--- src/rtl/ea_pkg.sv ---
package ea_pkg;

  localparam logic [3:0] MODE_IMM  = 4'd0;
  localparam logic [3:0] MODE_ZP   = 4'd1;
  localparam logic [3:0] MODE_ZPX  = 4'd2;
  localparam logic [3:0] MODE_ZPY  = 4'd3;
  localparam logic [3:0] MODE_REL  = 4'd4;
  localparam logic [3:0] MODE_ABS  = 4'd5;
  localparam logic [3:0] MODE_ABSX = 4'd6;
  localparam logic [3:0] MODE_ABSY = 4'd7;
  localparam logic [3:0] MODE_IND  = 4'd8;
  localparam logic [3:0] MODE_INDX = 4'd9;
  localparam logic [3:0] MODE_INDY = 4'd10;

  typedef enum logic [2:0] {
    ST_IDLE, ST_REQLO, ST_WAITLO, ST_REQHI, ST_WAITHI
  } eaState_t;

  typedef struct packed {
    logic capture;   // latch request for an indirect walk
    logic reqLo;     // issue pointer low-byte read
    logic reqHi;     // issue pointer high-byte read
    logic takeLo;    // store returned low byte
    logic finInd;    // finish indirect request
    logic finDir;    // finish direct request
    logic finErr;    // finish with error
  } eaStrobe_t;

  function automatic logic modeIsDirect(input logic [3:0] m);
    return (m == MODE_ZP) || (m == MODE_ZPX) || (m == MODE_ZPY) ||
           (m == MODE_ABS) || (m == MODE_ABSX) || (m == MODE_ABSY);
  endfunction

  function automatic logic modeIsIndirect(input logic [3:0] m);
    return (m == MODE_IND) || (m == MODE_INDX) || (m == MODE_INDY);
  endfunction

endpackage

--- src/rtl/ea_ctrl.sv ---
module ea_ctrl
  import ea_pkg::*;
(
  input  logic       clk,
  input  logic       rstN,
  input  logic       start,
  input  logic [3:0] mode,
  output eaStrobe_t  strobe
);

  eaState_t state, stateNext;

  always_comb begin
    stateNext = state;
    strobe    = '0;
    case (state)
      ST_IDLE: begin
        if (start) begin
          if (modeIsIndirect(mode)) begin
            strobe.capture = 1'b1;
            stateNext      = ST_REQLO;
          end else if (modeIsDirect(mode)) begin
            strobe.finDir = 1'b1;
          end else begin
            strobe.finErr = 1'b1;
          end
        end
      end
      ST_REQLO: begin
        strobe.reqLo = 1'b1;
        stateNext    = ST_WAITLO;
      end
      ST_WAITLO: begin
        strobe.takeLo = 1'b1;
        stateNext     = ST_REQHI;
      end
      ST_REQHI: begin
        strobe.reqHi = 1'b1;
        stateNext    = ST_WAITHI;
      end
      ST_WAITHI: begin
        strobe.finInd = 1'b1;
        stateNext     = ST_IDLE;
      end
      default: stateNext = ST_IDLE;
    endcase
  end

  always_ff @(posedge clk) begin
    if (!rstN) state <= ST_IDLE;
    else       state <= stateNext;
  end

endmodule

--- src/rtl/ea_dpath.sv ---
module ea_dpath
  import ea_pkg::*;
#(
  parameter int DW = 8,
  parameter logic [2*DW-1:0] FOLD_LO_END  = 16'h2000,
  parameter logic [2*DW-1:0] FOLD_LO_MASK = 16'h07FF,
  parameter logic [2*DW-1:0] FOLD_HI_END  = 16'h4000,
  parameter logic [2*DW-1:0] FOLD_HI_MASK = 16'h2007,
  localparam int AW = 2 * DW
) (
  input  logic          clk,
  input  logic          rstN,
  input  eaStrobe_t     strobe,
  input  logic [3:0]    mode,
  input  logic [AW-1:0] operand,
  input  logic [DW-1:0] idxX,
  input  logic [DW-1:0] idxY,
  input  logic [DW-1:0] memData,
  output logic          memReq,
  output logic [AW-1:0] memAddr,
  output logic          done,
  output logic          error,
  output logic [AW-1:0] effAddr
);

  logic [3:0]    modeQ;
  logic [AW-1:0] opQ;
  logic [DW-1:0] xQ, yQ, lowQ;
  logic [DW-1:0] zpIdxLo, zpIdxHi, zpPlainHi;
  logic [AW-1:0] ptrLo, ptrHi, dirAddr, indAddr, rawRead;

  function automatic logic [AW-1:0] foldAddr(input logic [AW-1:0] a);
    if (a < FOLD_LO_END)      return a & FOLD_LO_MASK;
    else if (a < FOLD_HI_END) return a & FOLD_HI_MASK;
    else                      return a;
  endfunction

  always_ff @(posedge clk) begin
    if (!rstN) begin
      modeQ <= '0;
      opQ   <= '0;
      xQ    <= '0;
      yQ    <= '0;
    end else if (strobe.capture) begin
      modeQ <= mode;
      opQ   <= operand;
      xQ    <= idxX;
      yQ    <= idxY;
    end
  end

  // pointer byte addresses; byte-page variants wrap at DW bits
  always_comb begin
    zpIdxLo   = opQ[DW-1:0] + xQ;
    zpIdxHi   = zpIdxLo + 1'b1;
    zpPlainHi = opQ[DW-1:0] + 1'b1;
    case (modeQ)
      MODE_INDX: begin
        ptrLo = {{DW{1'b0}}, zpIdxLo};
        ptrHi = {{DW{1'b0}}, zpIdxHi};
      end
      MODE_INDY: begin
        ptrLo = {{DW{1'b0}}, opQ[DW-1:0]};
        ptrHi = {{DW{1'b0}}, zpPlainHi};
      end
      default: begin
        ptrLo = opQ;
        ptrHi = opQ + 1'b1;
      end
    endcase
  end

  assign rawRead = strobe.reqLo ? ptrLo : ptrHi;
  assign memReq  = strobe.reqLo | strobe.reqHi;
  assign memAddr = memReq ? foldAddr(rawRead) : '0;

  // direct modes computed from the live request
  always_comb begin
    case (mode)
      MODE_ZP:   dirAddr = {{DW{1'b0}}, operand[DW-1:0]};
      MODE_ZPX:  dirAddr = {{DW{1'b0}}, operand[DW-1:0] + idxX};
      MODE_ZPY:  dirAddr = {{DW{1'b0}}, operand[DW-1:0] + idxY};
      MODE_ABSX: dirAddr = operand + {{DW{1'b0}}, idxX};
      MODE_ABSY: dirAddr = operand + {{DW{1'b0}}, idxY};
      default:   dirAddr = operand;
    endcase
  end

  assign indAddr = {memData, lowQ} +
                   ((modeQ == MODE_INDY) ? {{DW{1'b0}}, yQ} : {AW{1'b0}});

  always_ff @(posedge clk) begin
    if (!rstN) begin
      lowQ    <= '0;
      done    <= 1'b0;
      error   <= 1'b0;
      effAddr <= '0;
    end else begin
      if (strobe.takeLo) lowQ <= memData;
      done  <= strobe.finDir | strobe.finInd | strobe.finErr;
      error <= strobe.finErr;
      if (strobe.finDir)      effAddr <= dirAddr;
      else if (strobe.finInd) effAddr <= indAddr;
      else if (strobe.finErr) effAddr <= '0;
    end
  end

endmodule

--- src/rtl/ea_gen.sv ---
module ea_gen
  import ea_pkg::*;
#(
  parameter int DW = 8,
  localparam int AW = 2 * DW
) (
  input  logic          clk,
  input  logic          rstN,
  input  logic          start,
  input  logic [3:0]    mode,
  input  logic [AW-1:0] operand,
  input  logic [DW-1:0] idxX,
  input  logic [DW-1:0] idxY,
  output logic          memReq,
  output logic [AW-1:0] memAddr,
  input  logic [DW-1:0] memData,
  output logic          done,
  output logic          error,
  output logic [AW-1:0] effAddr
);

  eaStrobe_t strobe;

  ea_ctrl u_ctrl (
    .clk(clk), .rstN(rstN), .start(start), .mode(mode), .strobe(strobe)
  );

  ea_dpath #(.DW(DW)) u_dpath (
    .clk(clk), .rstN(rstN), .strobe(strobe), .mode(mode), .operand(operand),
    .idxX(idxX), .idxY(idxY), .memData(memData), .memReq(memReq),
    .memAddr(memAddr), .done(done), .error(error), .effAddr(effAddr)
  );

endmodule

--- config.mk ---
export PLATFORM = sky130hd
export DESIGN_NAME = ea_gen
export DESIGN_NICKNAME = d
export VERILOG_FILES = /design/src/rtl/ea_pkg.sv /design/src/rtl/ea_ctrl.sv /design/src/rtl/ea_dpath.sv /design/src/rtl/ea_gen.sv
export SDC_FILE = /design/constraint.sdc
export NUM_CORES = 1
export LEC_CHECK = 0
export ABC_AREA = 1
export BUFFER_PORTS_ARGS = -buffer_cell sky130_fd_sc_hd__buf_2
export CORE_MARGIN = 10
export CORE_UTILIZATION = 50
export CTS_CLUSTER_DIAMETER = 150
export DETAILED_ROUTE_END_ITERATION = 6
export PLACE_DENSITY = 0.79
export SETUP_SLACK_MARGIN = 0.15
export SLEW_MARGIN = 20
export SYNTH_ARGS = -nofsm -noshare
export SYNTH_HDL_FRONTEND = slang
export SYNTH_SLANG_ARGS = --single-unit
--- constraint.sdc ---
create_clock -name clk -period 3.3 [get_ports clk]
set_input_delay 0.33 -clock clk [delete_from_list [all_inputs] [get_ports clk]]
set_output_delay 0.33 -clock clk [all_outputs]
set_load 0.05 [all_outputs]
==> impl_metrics.env, run 1 <==
export IMPL_nets=1064
export IMPL_tightest_slew_ns=0.947
export IMPL_p_per_area_nw_per_um2=316
export IMPL_grt_setup_unrepaired="yes"
export IMPL_cp_start_kind="flip-flop"
export IMPL_initialDrtViolationCount=609
export IMPL_root_buffer="clkbuf_8"
export IMPL_worstSetupEndpoint="memAddr[7]"
export IMPL_grt_use_total_pct=20.7
export IMPL_portBuffers=81
export IMPL_slew_headroom_pct=36.7
export IMPL_n_antenna_cell=0
export IMPL_ff2ff_path_depth=16
export IMPL_seq_area_um2=1310
export IMPL_grt_start_max_net_pins=54
export IMPL_die_y_um=125
export IMPL_slew_viol_final=0
export IMPL_die_w_um=125
export IMPL_setup_viol=0
export IMPL_cp_max_fo=4
export IMPL_synthToLayoutAreaGrowth_pct=13.5
export IMPL_cts_made_buffers=9
export IMPL_ys_types=45
export IMPL_clkSinkCount=65
export IMPL_synthesis_area_um2=5560
export IMPL_clk_latency_ns=0.35
export IMPL_path_class="reg2out"
export IMPL_hold_class="in2reg"
export IMPL_multiInputGateArea_um2=3690
export IMPL_syn_inst=905
export IMPL_clk_pin_slew_worst_paths_ns=0.07
export IMPL_critPathLaunch="u_dpath.opQ[0]"
export IMPL_synth_area_leaders="dfxtp_1, nand2_1, o21ai_0"
export IMPL_grt_overflow=0
export IMPL_synthTopCellsByCount="nand2_1, inv_1, o21ai_0, nand3_1, nor2_1"
export IMPL_endpoint_kind="output pin"
export IMPL_p_leak_nw=3.14
export IMPL_yosys_area_top_type_share_pct=23.4
export IMPL_fill_cells=1099
export IMPL_cts_buffer_depth=2
export IMPL_rrSetupSlack_ns=0.87
export IMPL_synth_most_common_cell="nand2_1"
export IMPL_dp_hpwl_um=13200
export IMPL_cts_tree="done"
export IMPL_required_ns=2.97
export IMPL_drt_total_wl_um=16800
export IMPL_first_pass_iters=5
export IMPL_r2r_start="u_dpath.modeQ[3]"
export IMPL_dieArea_um2=15700
export IMPL_cts_max_level=3
export IMPL_pre_cts_ws_ns=0.273
export IMPL_yosys_register_bits=65
export IMPL_vias=6184
export IMPL_outcome="finished clean"
export IMPL_avgSynthCellArea_um2=6.14
export IMPL_gp_congestion=0.965
export IMPL_drive_above_1_share_pct=14.8
export IMPL_ir_drop_mv=0.284
export IMPL_hold_slack_ns=0.240
export IMPL_hold_violations=0
export IMPL_std_cell_rows=38
export IMPL_arrival_ns=2.65
export IMPL_rr_endpoint="u_dpath.effAddr[9]"
export IMPL_fin_crit_ns=2.98
export IMPL_start_util_pct=51.3
export IMPL_max_cap_viol_count=0
export IMPL_min_period_over_period_pct=90.5
export IMPL_synth_edff_count=0
export IMPL_antenna_found_initial=1
export IMPL_core_area_um2=10800
export IMPL_io_pins=82
export IMPL_ys_seq_area_share_pct=23.4
export IMPL_grt_pass1_vias=5769
export IMPL_setup_tns_ns=0
export IMPL_wl_per_cell_um=14.9
export IMPL_fmax_mhz=335
export IMPL_fin_skew_ns=0.00664
export IMPL_yosys_warnings=0
export IMPL_ctsHoldBuffers=0
export IMPL_drc=0
export IMPL_synthArstFlopShare_pct=0
export IMPL_ys_flop_type="dfxtp_1"
export IMPL_grt_pass1_wl_um=28000
export IMPL_yosysTopAreaCell="dfxtp_1"
export IMPL_finalWorstSetupSlack_ns=0.315
export IMPL_antenna_left=0
export IMPL_viasPerCell=5.50
export IMPL_synth_nets=988
[how the worst min path moves through the flow]
stage                     slack (ns)                   to                start  cells after the start
after floorplan                 0.45     u_dpath.modeQ[2]     u_dpath.modeQ[2]                      2
after global placement          0.45  u_dpath.effAddr[11]  u_dpath.effAddr[11]                      2
after detailed placement        0.46  u_dpath.effAddr[11]  u_dpath.effAddr[11]                      2
after CTS                       0.24        u_dpath.xQ[3]              idxX[3]                      3
after global routing            0.26      u_dpath.lowQ[7]           memData[7]                      3
final                           0.24        u_dpath.xQ[6]              idxX[6]                      3
[state kept, by name (all words and copies together) (netlist names)]
| register | count |
|---|---|
| u_ctrl.state | 3 |
| u_dpath.done | 1 |
| u_dpath.effAddr | 16 |
| u_dpath.error | 1 |
| u_dpath.lowQ | 8 |
| u_dpath.modeQ | 4 |
| u_dpath.opQ | 16 |
| u_dpath.xQ | 8 |
| u_dpath.yQ | 8 |
[report_power, final]
part           switching [mW]  internal (mW)
Clock                   0.301          0.287
Combinational           0.375          0.175
Sequential             0.0331          0.826
Total                   0.708           1.29
[cell families (layout without fill, tap and decap cells)]
kind of cell             Yosys count  in the layout  synth area share (%)
XOR/XNOR                          10             10                  1.58
AO/OA/AOI/OAI                    206            206                  20.1
adder cells (fa/ha/maj)           36             36                  8.65
buffers and inverters            151            231                  10.8
flip-flops                        65             65                  23.4
AND/OR/NAND/NOR                  437            437                  35.4
[stage by stage]
| step | utilization [%] | cell area (µm²) | cells | power (mW) |
|---|---|---|---|---|
| after CTS | 57.5 | 6230 | 1121 | 1.99 |
| after global placement | 55.9 | 6060 | 1106 | 1.41 |
| after detailed placement | 55.9 | 6060 | 1106 | 1.41 |
| final | 58.2 | 6310 | 1125 | 2.00 |
| after floorplan | - | 5560 | 905 | 1.25 |
| after global routing | 58.2 | 6310 | 1125 | 2.11 |
[final cells by class]
| type | count | area share [%] |
|---|---|---|
| Clock buffer | 12 | 2.30 |
| Clock inverter | 3 | 0.278 |
| Inverter | 125 | 7.52 |
| Multi-Input combinational cell | 689 | 58.5 |
| Sequential cell | 65 | 20.7 |
| Tap cell | 140 | 2.78 |
| Timing Repair Buffer | 91 | 7.90 |
[cell usage in the layout (no fill, tap or decap), types with 3 or more instances in the layout]
cell,n
nand2_2,6
o21ai_0,94
dfxtp_1,63
inv_1,117
nand3_1,90
nor2_1,81
nand2_1,205
buf_2,77
a21boi_0,7
fa_1,3
xor2_1,7
buf_4,12
clkbuf_8,10
ha_1,31
o21ai_1,4
nor3_1,14
xnor2_1,3
nand4_1,13
nor2_2,5
nand3_2,5
a21oi_1,73
inv_2,5
nor2_4,6
o221ai_1,3
o211ai_1,6
nand3b_1,3
a31oi_1,6
[worst max-delay path: stages, from the launching register on]
cell and delay, ns:
dfxtp_4 0.36, ha_4 0.16, fa_2 0.41, nand2_1 0.08, inv_1 0.05, nor2_2 0.13
nand2_1 0.08, nand2_2 0.08, nand2_2 0.07, nor2_4 0.13, nand2_1 0.07, nor2_2 0.12
nand3_1 0.08, nand2_1 0.09, nand3_2 0.08, a21oi_2 0.16, buf_6 0.17
[timing repair]
| action | CTS | global route |
|---|---|---|
| buffers inserted | 0 | 4 |
| resized for setup | 3 | 16 |
| pin swaps | 0 | 7 |
| endpoints found under the setup margin | 3 | 6 |
| gates cloned | 0 | 0 |
[metal layers]
metal	vias to the layer above	global-route usage (%)	wire [µm]
met4	0	7.86	390
li1	3152	-	-
met3	29	3.38	1110
met5	-	0	0
met2	224	34.1	7650
met1	2779	26.5	7600
Note: power is estimated with default switching activity, not from simulation.
==> inputs of run 2 (changes only) <==
--- a/config.mk
+++ b/config.mk
@@ -11,8 +11,10 @@
 export CORE_UTILIZATION = 50
 export CTS_CLUSTER_DIAMETER = 150
 export DETAILED_ROUTE_END_ITERATION = 6
+export MAX_ROUTING_LAYER = met4
 export PLACE_DENSITY = 0.79
 export SETUP_SLACK_MARGIN = 0.15
+export SKIP_CTS_REPAIR_TIMING = 1
 export SLEW_MARGIN = 20
 export SYNTH_ARGS = -nofsm -noshare
 export SYNTH_HDL_FRONTEND = slang
==> run 2 against run 1 <==
  * Routed wire length rose by 3.1%
  * Register-to-register slack got worse by 0.09 ns
  * Combinational power barely moved
  * Via count fell by 0.61%
  * Sequential share of layout area barely moved
  * Clock skew rose by 0.0031 ns
  * Critical path depth fell by 6
  * Largest cell class unchanged
  * Highest routed layer unchanged
==> impl_metrics.env, run 2 (synthesis results as in run 1) <==
export IMPL_outcome="finished clean"
export IMPL_holdPathStages=3
export IMPL_ff2ff_path_depth=17
export IMPL_slew_headroom_pct=37.2
export IMPL_critical_path_slowest_cell="fa_2"
export IMPL_final_common_cell="nand2_1"
export IMPL_dieArea_um2=15700
export IMPL_core_area_um2=10800
export IMPL_std_cell_rows=38
export IMPL_cp_max_fo=6
export IMPL_io_pins=82
export IMPL_initialDrtViolationCount=557
export IMPL_path_cells="ha_2, fa_2, nand2_1, nand2_1, ha_1, and2_1, nor3_1, o21ai_1, a21oi_1, buf_2"
export IMPL_r2r_start="u_dpath.modeQ[1]"
export IMPL_die_w_um=125
export IMPL_grt_pass1_wl_um=28800
export IMPL_slew_viol_final=0
export IMPL_fin_skew_ns=0.00970
export IMPL_fin_crit_ns=3.00
export IMPL_drive_above_1_share_pct=14.2
export IMPL_min_period_over_period_pct=90.8
export IMPL_worstSetupEndpoint="memAddr[2]"
export IMPL_first_pass_iters=6
export IMPL_crit_cells=10
export IMPL_nets=1060
export IMPL_drc=0
export IMPL_required_ns=2.97
export IMPL_antenna_found_initial=1
export IMPL_max_cap_viol_count=0
export IMPL_setup_tns_ns=0
export IMPL_setup_viol=0
export IMPL_hold_violations=0
export IMPL_root_buffer="clkbuf_8"
export IMPL_grt_use_total_pct=22.0
export IMPL_clk_latency_ns=0.36
export IMPL_p_per_area_nw_per_um2=339
export IMPL_hold_class="in2reg"
export IMPL_clk_pin_slew_worst_paths_ns=0.07
export IMPL_antenna_left=0
export IMPL_start_util_pct=51.3
export IMPL_power_total_mw=2.14
export IMPL_final_cell_mix="nand2_1, inv_1, o21ai_0"
export IMPL_synthToLayoutAreaGrowth_pct=13.4
export IMPL_grt_setup_unrepaired="no"
export IMPL_crit_family="adder cells"
export IMPL_vias=6146
export IMPL_gp_congestion=1.04
export IMPL_clkSinkCount=65
export IMPL_die_y_um=125
export IMPL_rr_endpoint="u_dpath.effAddr[14]"
export IMPL_fmax_mhz=334
export IMPL_critPathLaunch="u_dpath.opQ[0]"
export IMPL_arrival_ns=2.67
export IMPL_cts_made_buffers=9
export IMPL_tightest_slew_ns=0.938
export IMPL_rrSetupSlack_ns=0.78
export IMPL_slowest_delay_ns=0.45
export IMPL_crit_buf_inv=1
export IMPL_dp_hpwl_um=13600
export IMPL_largest_registers="u_dpath.effAddr (16), u_dpath.opQ (16)"
export IMPL_endpoint_kind="output pin"
export IMPL_portBuffers=81
export IMPL_grt_start_max_net_pins=54
export IMPL_cp_start_kind="flip-flop"
export IMPL_viasPerCell=5.47
export IMPL_cts_tree="done"
export IMPL_cp_common_cell="nand2_1"
export IMPL_ir_drop_mv=0.179
export IMPL_grt_pass1_vias=5911
export IMPL_final_util_pct=58.1
export IMPL_cts_max_level=3
export IMPL_cts_buffer_depth=2
export IMPL_grt_overflow=0
export IMPL_drt_total_wl_um=17300
export IMPL_wl_per_cell_um=15.4
export IMPL_p_leak_nw=3.14
export IMPL_path_class="reg2out"
## run 2: changes by cell type in the layout (fill, tap and decap cells not counted), moves of 2 or more
cell	previous run	this run
clkbuf_1	2	4
bufinv_16	0	2
nand2_2	6	4
nand2_1	205	207
buf_4	12	7
## run 2: final cells by class
| cell class | instances | area [µm²] |
|---|---|---|
| Antenna cell | 1 | 2.50 |
| Clock buffer | 13 | 139 |
| Clock inverter | 3 | 65.1 |
| Fill cell | 1145 | 4540 |
| Inverter | 125 | 474 |
| Multi-Input combinational cell | 689 | 3670 |
| Sequential cell | 65 | 1310 |
| Tap cell | 140 | 175 |
| Timing Repair Buffer | 87 | 472 |
## run 2: worst min-delay path by stage
stage / from / end / slack, ns
6_report: start / u_ctrl.state[0] / 0.24
5_1_grt: idxX[4] / u_dpath.xQ[4] / 0.27
3_5_place_dp: u_dpath.effAddr[11] / u_dpath.effAddr[11] / 0.46
3_3_place_gp: u_dpath.effAddr[11] / u_dpath.effAddr[11] / 0.45
4_1_cts: idxX[4] / u_dpath.xQ[4] / 0.24
2_1_floorplan: u_dpath.modeQ[2] / u_dpath.modeQ[2] / 0.45
## run 2: per-layer routing
layer / share of wire, % / vias to the layer above / routed length (µm) / global-route usage (%)
li1: - / 3153 / - / -
met1: 45 / 2749 / 7840 / 27.0
met2: 47 / 214 / 8160 / 36.4
met3: 5.3 / 30 / 910 / 2.79
met4: 2.1 / 0 / 359 / 7.32
met5: 0 / - / 0 / -
## run 2: tightest hold or removal path, cell delays in order
cell and delay, ns:
buf_2 0.11, nand2_1 0.06, a211oi_1 0.05
## run 2: through the flow
step                      std cells  worst slack (ns)  instance area [µm²]  hold slack (ns)
after floorplan                 905             0.244                 5560            0.450
after global placement         1106             0.378                 6060            0.452
after detailed placement       1106             0.275                 6060            0.458
after CTS                      1122             0.102                 6260            0.239
after global routing           1123             0.147                 6300            0.267
final                          1123             0.305                 6300            0.243
## run 2: where the power goes
group / switching (mW) / internal, mW
combinational: 0.377 / 0.173
clock: 0.300 / 0.426
sequential: 0.0343 / 0.826
